`src/rtl/tern_pkg.sv`:
```
package tern_pkg;
    // Lane count per packed group for each packing variant
    function automatic int lanes_for(input int pack_mode);
        return (pack_mode == 0) ? 3 : 2;
    endfunction

    function automatic int code_bits_for(input int pack_mode);
        return (pack_mode == 0) ? 5 : 4;
    endfunction

    localparam logic [1:0] PAIR_ZERO = 2'b00;
    localparam logic [1:0] PAIR_POS  = 2'b01;
    localparam logic [1:0] PAIR_BAD  = 2'b10;
    localparam logic [1:0] PAIR_NEG  = 2'b11;
endpackage

```
`src/rtl/tern_unpack.sv`:
```
module tern_unpack #(
    parameter int PACK_MODE = 0,
    parameter int LANES     = 3,
    parameter int CODE_W    = 5
) (
    input  logic [CODE_W-1:0] code,
    output logic [LANES-1:0]  add_en,
    output logic [LANES-1:0]  sub_en,
    output logic              bad
);
    import tern_pkg::*;

    generate
        if (PACK_MODE == 0) begin : g_base3
            logic [4:0] quot1;
            logic [4:0] quot2;
            logic [1:0] dig [3];

            always_comb begin
                quot1  = code / 5'd3;
                quot2  = quot1 / 5'd3;
                dig[0] = 2'(code  % 5'd3);
                dig[1] = 2'(quot1 % 5'd3);
                dig[2] = 2'(quot2);
                bad    = (code > 5'd26);
                for (int i = 0; i < 3; i++) begin
                    add_en[i] = !bad && (dig[i] == 2'd2);
                    sub_en[i] = !bad && (dig[i] == 2'd0);
                end
            end
        end else begin : g_pair
            logic [LANES-1:0] half_bad;
            for (genvar i = 0; i < LANES; i++) begin : g_half
                always_comb begin
                    add_en[i]   = (code[2*i +: 2] == PAIR_POS);
                    sub_en[i]   = (code[2*i +: 2] == PAIR_NEG);
                    half_bad[i] = (code[2*i +: 2] == PAIR_BAD);
                end
            end
            assign bad = |half_bad;
        end
    endgenerate
endmodule

```
`src/rtl/tern_select_sum.sv`:
```
module tern_select_sum #(
    parameter int LANES = 3,
    parameter int ACT_W = 8,
    parameter int SUM_W = ACT_W + $clog2(LANES) + 1
) (
    input  logic [LANES*ACT_W-1:0]   acts,
    input  logic [LANES-1:0]         add_en,
    input  logic [LANES-1:0]         sub_en,
    output logic signed [SUM_W-1:0]  sum
);
    logic signed [SUM_W-1:0] term [LANES];

    generate
        for (genvar i = 0; i < LANES; i++) begin : g_lane
            logic signed [SUM_W-1:0] ext;
            always_comb begin
                ext = SUM_W'($signed(acts[i*ACT_W +: ACT_W]));
                if (add_en[i])      term[i] = ext;
                else if (sub_en[i]) term[i] = -ext;
                else                term[i] = '0;
                // a weight is never both +1 and -1
                assert (!(add_en[i] && sub_en[i]));
            end
        end
    endgenerate

    always_comb begin
        sum = '0;
        for (int i = 0; i < LANES; i++) sum = sum + term[i];
    end
endmodule

```
`src/rtl/tern_dot_engine.sv`:
```
module tern_dot_engine #(
    parameter int PACK_MODE = 0,
    parameter int VEC_LEN   = 96,
    parameter int ACT_W     = 8,
    parameter int ACC_W     = 32,
    localparam int LANES    = tern_pkg::lanes_for(PACK_MODE),
    localparam int CODE_W   = tern_pkg::code_bits_for(PACK_MODE)
) (
    input  logic                    clk,
    input  logic                    rst_n,
    input  logic                    start,
    input  logic                    grp_valid,
    input  logic [CODE_W-1:0]       grp_code,
    input  logic [LANES*ACT_W-1:0]  grp_acts,
    output logic [ACC_W-1:0]        result,
    output logic                    done,
    output logic                    code_err
);
    localparam int GROUPS = VEC_LEN / LANES;
    localparam int CNT_W  = $clog2(GROUPS + 1);
    localparam int SUM_W  = ACT_W + $clog2(LANES) + 1;

    typedef struct packed {
        logic [ACC_W-1:0] acc;
        logic [CNT_W-1:0] cnt;
        logic             busy;
        logic             done;
        logic             err;
    } eng_state_t;

    eng_state_t st_d, st_q;

    logic [LANES-1:0]        add_en, sub_en;
    logic                    grp_bad;
    logic signed [SUM_W-1:0] grp_sum;

    tern_unpack #(
        .PACK_MODE (PACK_MODE),
        .LANES     (LANES),
        .CODE_W    (CODE_W)
    ) u_unpack (
        .code   (grp_code),
        .add_en (add_en),
        .sub_en (sub_en),
        .bad    (grp_bad)
    );

    tern_select_sum #(
        .LANES (LANES),
        .ACT_W (ACT_W),
        .SUM_W (SUM_W)
    ) u_sum (
        .acts   (grp_acts),
        .add_en (add_en),
        .sub_en (sub_en),
        .sum    (grp_sum)
    );

    always_comb begin
        st_d      = st_q;
        st_d.done = 1'b0;
        if (start) begin
            st_d.acc  = '0;
            st_d.cnt  = '0;
            st_d.busy = 1'b1;
            st_d.err  = 1'b0;
        end else if (st_q.busy && grp_valid) begin
            st_d.acc = st_q.acc + {{(ACC_W-SUM_W){grp_sum[SUM_W-1]}}, grp_sum};
            st_d.err = st_q.err | grp_bad;
            st_d.cnt = st_q.cnt + 1'b1;
            if (st_q.cnt == CNT_W'(GROUPS - 1)) begin
                st_d.busy = 1'b0;
                st_d.done = 1'b1;
            end
        end
    end

    always_ff @(posedge clk or negedge rst_n) begin
        if (!rst_n) st_q <= '0;
        else        st_q <= st_d;
    end

    assign result   = st_q.acc;
    assign done     = st_q.done;
    assign code_err = st_q.err;

    AST_START_CLEARS: assert property (@(posedge clk) disable iff (!rst_n)
        start |=> (result == '0 && !code_err));

    AST_DONE_SINGLE: assert property (@(posedge clk) disable iff (!rst_n)
        done |=> !done);

    AST_IDLE_HOLD: assert property (@(posedge clk) disable iff (!rst_n)
        (!start && !grp_valid) |=> ($stable(result) && $stable(code_err)));

    AST_BAD_SKIP: assert property (@(posedge clk) disable iff (!rst_n)
        (!start && grp_valid && PACK_MODE == 0 && grp_code > CODE_W'(26)) |=> $stable(result));

    AST_ERR_STICKY: assert property (@(posedge clk) disable iff (!rst_n)
        (code_err && !start) |=> code_err);
endmodule

```
`config.mk`:
```
export PLATFORM = sky130hd
export DESIGN_NAME = tern_dot_engine
export DESIGN_NICKNAME = d
export VERILOG_FILES = /design/src/rtl/tern_pkg.sv /design/src/rtl/tern_unpack.sv /design/src/rtl/tern_select_sum.sv /design/src/rtl/tern_dot_engine.sv
export SDC_FILE = /design/constraint.sdc
export NUM_CORES = 1
export LEC_CHECK = 0
export ABC_AREA = 0
export BUFFER_PORTS_ARGS = -buffer_cell sky130_fd_sc_hd__buf_4
export CAP_MARGIN = 15
export CORE_ASPECT_RATIO = 1.5
export CORE_UTILIZATION = 65
export CTS_CLUSTER_SIZE = 30
export DETAILED_ROUTE_END_ITERATION = 16
export GPL_TIMING_DRIVEN = 0
export PLACE_DENSITY = 0.88
export SYNTH_ARGS = -nofsm -noshare
export SYNTH_HDL_FRONTEND = slang
export SYNTH_SLANG_ARGS = --single-unit
```
`constraint.sdc`:
```
create_clock -name clk -period 9.8 [get_ports clk]
set_input_delay 0.49 -clock clk [delete_from_list [all_inputs] [get_ports clk]]
set_output_delay 0.49 -clock clk [all_outputs]
set_load 0.02 [all_outputs]
```
==> impl_results.md, run 1 <==
* Run status: complete, but fails checks
* Failing checks: setup timing
* Synthesis Warnings at 0
* Num CTS Buffers at 5
* Final HPWL DP at 11100 um
* Top FF cell, synth: dfrtp_1
* Clock Sinks at 41
* Yosys top cell by area: dfrtp_1
* Slew HR at 36.6%
* Nets@finish at 918
* DRC viols at 0
* Crit end category: flip-flop
* Mapped Cells at 697
* Ant. Diodes at 0
* Power per cell area at 357 nW/um^2
* Crit path required time at 9980 ps
* Die X at 77.1 um
* Post-Syn Nets at 794
* Mean post-synth cell area at 7.89 sq um
* Placed instance area at 6240 sq um
* WS Path Type: in2reg
* Synth top area cells: dfrtp_1 19%, ha_1 12%, a21oi_1 5.8%, nand2_1 5.3%, xnor2_1 5.3%
* Worst hold path type: in2async
* Core Area at 8110 sq um
* Worst-path clk slew at 60 ps
* Worst Path Arrival at 10100 ps
* Worst-path maximum fanout at 7
* Share of post-route cells with drive strength above 1 at 31.0%
* Drt total wl at 19000 um
* CTS tree: done
* Worst-skew pair later-pin latency at 300 ps
* Worst-margin pin slew at 951 ps
* Initial Util at 67.9%
* Largest net degree at the start of global routing at 42
* Crit start category: input port
* Area grow syn2layout at 31.3%
* Via count at 6227
* I/O Buffers at 65
* Via density at 6.72
* RePlAce Congestion at 0.921
* Distinct cells, synth at 77
* Leak at 3.49 nW
* Clk_skew at 10.0 ps
* Synth cell count leaders: 78 x nand2_1, 64 x a21oi_1, 56 x nor2_1
* Ports at 67
* Initial antenna violation count at 0
* Min Hold Slack at 183 ps
* Final Hold Fails at 0
* Routed Antenna Nets at 0
* Synth Register Bits at 41
* Register area share after synthesis at 18.6%
* Clock buffer depth at 2
* Die area at 8840 sq um
* Max-slew violation count at 0
* Final worst slack at -124 ps
* Netlist Area Pre-Place at 5500 sq um
* Util after Layout at 89.1%
* Vias in the first global route at 5897
* Period utilisation layout at 101%
* Wire length per cell at 20.5 um
* Count leader, synth: nand2_1
* Clock root buffer: clkbuf_16
* First-pass GRT wire length at 27600 um
* CP max stage delay at 550 ps
* Gr ovfl total at 0
* EDFF count, synth at 0
* DR iter-0 viols at 545
* Fmax at 0.101 GHz
* FP Rows at 40
* Min Tclk post-route at 9920 ps
* Design area at 7220 sq um
* RSZ-0062 raised after global routing: yes
* MaxCap Viol Count at 0
* Gr usage total at 38.9%
* FFs w/ async S/R, synth at 100%
* Peak supply drop at 0.000356 V
* CP max stage cell: fa_1
* Top-area cell type share of the netlist area at 18.6%
* H-tree levels at 2
* Die height at 115 um
* Drt first pass iters at 5
* Finish-stage setup viols at 1
metrics by stage:
stage          total power [mW]  std cells  setup TNS, ps  setup slack, ps
2_1_floorplan              1.57        697              0             41.4
3_3_place_gp               1.86        867         -12860            -1340
3_5_place_dp               1.93        867         -17070            -1570
4_1_cts                    2.29        900              0              104
5_1_grt                    2.73        927          -1340             -421
6_report                   2.58        927           -124             -124
what timing repair did:
action	CTS	global route
gates cloned	2	1
gates resized for setup	55	28
pin swaps	30	42
setup endpoints to repair	17	13
hold buffers	0	0
buffers inserted	24	26
worst max-delay path: cells and delay by family:
| family | cells | cell delay [ps] |
|---|---|---|
| muxes | 2 | 610 |
| xor gates and xnor gates | 4 | 820 |
| adders and majority gates | 6 | 1660 |
| AOI/OAI and AO/OA | 15 | 3210 |
| buffers and inverters | 7 | 820 |
| and+or+nand+nor | 10 | 2480 |
path summary, 6_finish.rpt:
check / startpoint / endpoint / slack [ps] / cells after the start
max: grp_code[3] / result[31] / -120 / 44
min: rst_n / result[28] / 180 / 1
max reg2reg: result[0] / result[28] / 6040 / 14
min reg2reg: st_q[8] / done / 520 / 1
max in group asynchronous: rst_n / result[21] / 9210 / 1
min in group clk: start / done / 430 / 2
flip-flops by register name (all words and copies together) (netlist names):
register  flops
result       32
code_err      1
st_q          7
done          1
power breakdown:
part	internal, mW	total [mW]	leakage (nW)	switching [mW]
registers	0.224	0.284	0.547	0.0599
clock network	0.0937	0.166	0.0706	0.0722
logic	0.974	2.13	2.87	1.16
total	1.29	2.58	3.49	1.29
per-layer routing:
layer,global-route usage [%],part of all wire (%)
met5,0,0
met4,23.1,6.6
met3,5.50,7.8
met2,72.5,51
met1,41.4,35
cell families (layout without fill, tap and decap cells):
group / count (synthesis) / in the layout / synth area share (%)
and+or+nand+nor: 242 / 242 / 21.8
adders and majority gates: 64 / 64 / 16.2
DFF: 41 / 41 / 18.6
buffers and inverters: 103 / 226 / 10.4
AOI/OAI and AO/OA: 193 / 193 / 23.9
xor gates and xnor gates: 50 / 52 / 8.23
muxes: 4 / 4 / 0.773
layout by cell type, fill, tap and decap left out, types with 10 or more instances in the layout:
cell type / n
nand2b_1: 13
xor2_1: 15
a21o_1: 19
nor2_1: 54
xnor2_1: 32
a21oi_1: 57
buf_4: 139
nor3_1: 14
ha_1: 41
fa_1: 12
o21a_1: 10
dfrtp_1: 41
inv_1: 44
ha_4: 10
o21ai_0: 18
clkbuf_1: 13
o21bai_1: 11
nand2_1: 77
layout make-up:
class	instances	area [sq um]
multi-input cells	555	4410
flip-flops and latches	41	1030
repair buffers	116	940
inverters	49	184
fillers	364	885
plain buffers	53	393
clock buffers	6	129
well taps	105	131
clock inverters	2	10.0
Power figures use the tool's default switching activity.
==> run 2: changes to the inputs <==
CTS_BUF_LIST = sky130_fd_sc_hd__clkbuf_8 sky130_fd_sc_hd__clkbuf_16   (was default)
==> run 2 against run 1 <==
Net effect:
- the flow still finishes with violations (setup timing)
- clock skew barely moved
- first-iteration DRC count rose by 2.9%
- global-route usage did not move
- via count down 0.77%
- sequential share of layout area unchanged
- register-to-register slack hardly changed
- sequential cell count is the same
- critical path depth stayed put
- clock power barely moved
- critical path type unchanged
==> impl_results.md, run 2 (synthesis results as in run 1) <==
* Setup crit start: grp_code[3]
* Drt total wl at 19000 um (-0.12%)
* Num CTS Buffers at 5 (unchanged)
* Worst Path Arrival at 10110 ps (about the same)
* Leak at 3.49 nW (+0.12%)
* Failing checks: setup timing
* RePlAce Congestion at 0.921 (unchanged)
* Dpl ws at -1570 ps (unchanged)
* Peak supply drop at 0.000356 V (about the same)
* Area grow syn2layout at 31.3% (unchanged)
* Routed Antenna Nets at 0 (unchanged)
* Int Power at 1.29 mW (about the same)
* Commonest non-fill, non-tap cells in the layout: 139 x buf_4, 77 x nand2_1, 57 x a21oi_1
* Reg power frac at 11.0% (about the same)
* Power per cell area at 357 nW/um^2 (about the same)
* Clock Sinks at 41 (unchanged)
* Worst-path clk slew at 60 ps (about the same)
* Clock root buffer: clkbuf_16
* Placed Cells at 867 (unchanged)
* RSZ-0062 raised after global routing: yes
* Final worst slack at -131 ps (-7.73 ps)
* Worst-skew pair later-pin latency at 290 ps (about the same)
* Design area at 7220 sq um (unchanged)
* Period utilisation layout at 101% (about the same)
* Drt first pass iters at 5 (unchanged)
* Run status: complete, but fails checks
* Vias in the first global route at 5897 (unchanged)
* Crit end category: flip-flop
* WS Path Type: in2reg
* CP delay by family, top: compound AO/OA/AOI/OAI gates
* First-pass GRT wire length at 27600 um (unchanged)
* I/O Buffers at 65 (unchanged)
* CP max stage delay at 550 ps (about the same)
* Crit path required time at 9980 ps (about the same)
* CP max stage cell: fa_1
* Ports at 67 (unchanged)
* Power share of the combinational group at 82.6% (about the same)
* Critical path buffer and inverter count at 7 (unchanged)
* Worst R2R End: result[28]
* Reported net switching power at 1.29 mW (about the same)
* DR iter-0 viols at 561 (+2.9%)
* Finish-stage setup viols at 1 (unchanged)
* Placed instance area at 6240 sq um (unchanged)
* FF-to-FF path depth at 14 (unchanged)
* Final HPWL DP at 11100 um (unchanged)
* Die area at 8840 sq um (unchanged)
* Die height at 115 um (unchanged)
* Wire length per cell at 20.4 um (-0.12%)
* Non-Filler Instances at 927 (unchanged)
* Most common cell after layout, fill and taps aside: buf_4
* Largest register FFs at 32 (unchanged)
* Sw Ratio at 50.0% (about the same)
* CTS tree: done
* MaxCap Viol Count at 0 (unchanged)
* Worst-path maximum fanout at 7 (unchanged)
* Setup slack, reg-to-reg at 6050 ps (about the same)
* FP Rows at 40 (unchanged)
* Via count at 6179 (-0.77%)
* Initial antenna violation count at 0 (unchanged)
* DRC viols at 0 (unchanged)
* Hold buffer count at CTS at 0 (unchanged)
* Gr ovfl total at 0 (unchanged)
* Clock Power Share at 6.4% (about the same)
* Initial Util at 67.9% (unchanged)
* H-tree levels at 2 (unchanged)
* Nets@finish at 918 (unchanged)
* Clk_skew at 9.97 ps (-0.0701 ps)
* Fmax at 0.101 GHz (about the same)
* Capture point of the critical path: result[31]
* Worst hold path type: in2async
* Via density at 6.67 (-0.77%)
* Min Tclk post-route at 9930 ps (+7.73 ps)
* Critical R2R Launch: result[0]
* Total power at 2.58 mW (about the same)
* Largest net degree at the start of global routing at 42 (unchanged)
* Share of post-route cells with drive strength above 1 at 31.0% (unchanged)
* Slew HR at 36.3% (-0.34 points)
* Worst-margin pin slew at 956 ps (+5.03 ps)
* Crit start category: input port
* Core Area at 8110 sq um (unchanged)
* Gr usage total at 38.9% (unchanged)
* Clock buffer depth at 2 (unchanged)
* Max-slew violation count at 0 (unchanged)
* Die X at 77.1 um (unchanged)
* Final Hold Fails at 0 (unchanged)
* Ant. Diodes at 0 (unchanged)
* Worst path depth at 44 (unchanged)
run 2: metal layers:
layer	track usage (%)	vias up	routed length [um]
li1	-	2689	-
met1	41.4	2930	6690
met2	72.5	427	9690
met3	5.50	133	1360
met4	23.1	0	1220
met5	0	-	0
run 2: layout make-up:
| cell class | instances | area (sq um) |
|---|---|---|
| buffer | 53 | 393 |
| clock buffer | 5 | 125 |
| clock inverter | 3 | 13.8 |
| fill | 364 | 885 |
| inverter | 49 | 184 |
| multi-input combinational | 555 | 4410 |
| sequential | 41 | 1030 |
| tap | 105 | 131 |
| timing repair buffer | 116 | 940 |
run 2: through the flow:
step,TNS [ps],hold WS [ps],util (%)
finish,-131,179,89.1
global route,-1340,220,89.1
CTS,0,201,85.0
detailed placement,-17070,475,76.9
global placement,-12860,464,76.9
floorplan,0,194,-
run 2: what timing repair did:
action	in CTS	in global routing
gates resized for setup	55	28
cloned	2	1
endpoints found under the setup margin	17	13
buffers inserted	24	26
pin swaps	30	42
run 2: worst register-to-register path, cell delays in order (launching register included):
cell and delay, ps:
dfrtp_1 400, ha_1 260, inv_1 90, fa_1 410, nor2b_1 200, o21a_1 150
o21ai_0 130, a21oi_1 470, a211oi_4 150, o41a_1 510, nor3_2 240, a211oi_2 90
nor2_1 170, mux2i_1 220, a21oi_1 100
run 2: worst min-delay path by stage:
| stage | startpoint | endpoint |
|---|---|---|
| 2_1_floorplan | rst_n | code_err |
| 3_3_place_gp | st_q[8] | done |
| 3_5_place_dp | st_q[8] | done |
| 4_1_cts | rst_n | result[28] |
| 5_1_grt | rst_n | result[28] |
| 6_report | rst_n | result[28] |
run 2: power by group through the flow:
stage | combinational, mW | clock, mW | sequential, mW
2_1_floorplan | 1.31 | 0 | 0.264
3_3_place_gp | 1.59 | 0 | 0.276
3_5_place_dp | 1.65 | 0 | 0.280
4_1_cts | 1.85 | 0.164 | 0.279
5_1_grt | 2.27 | 0.172 | 0.288
6_report | 2.13 | 0.164 | 0.284
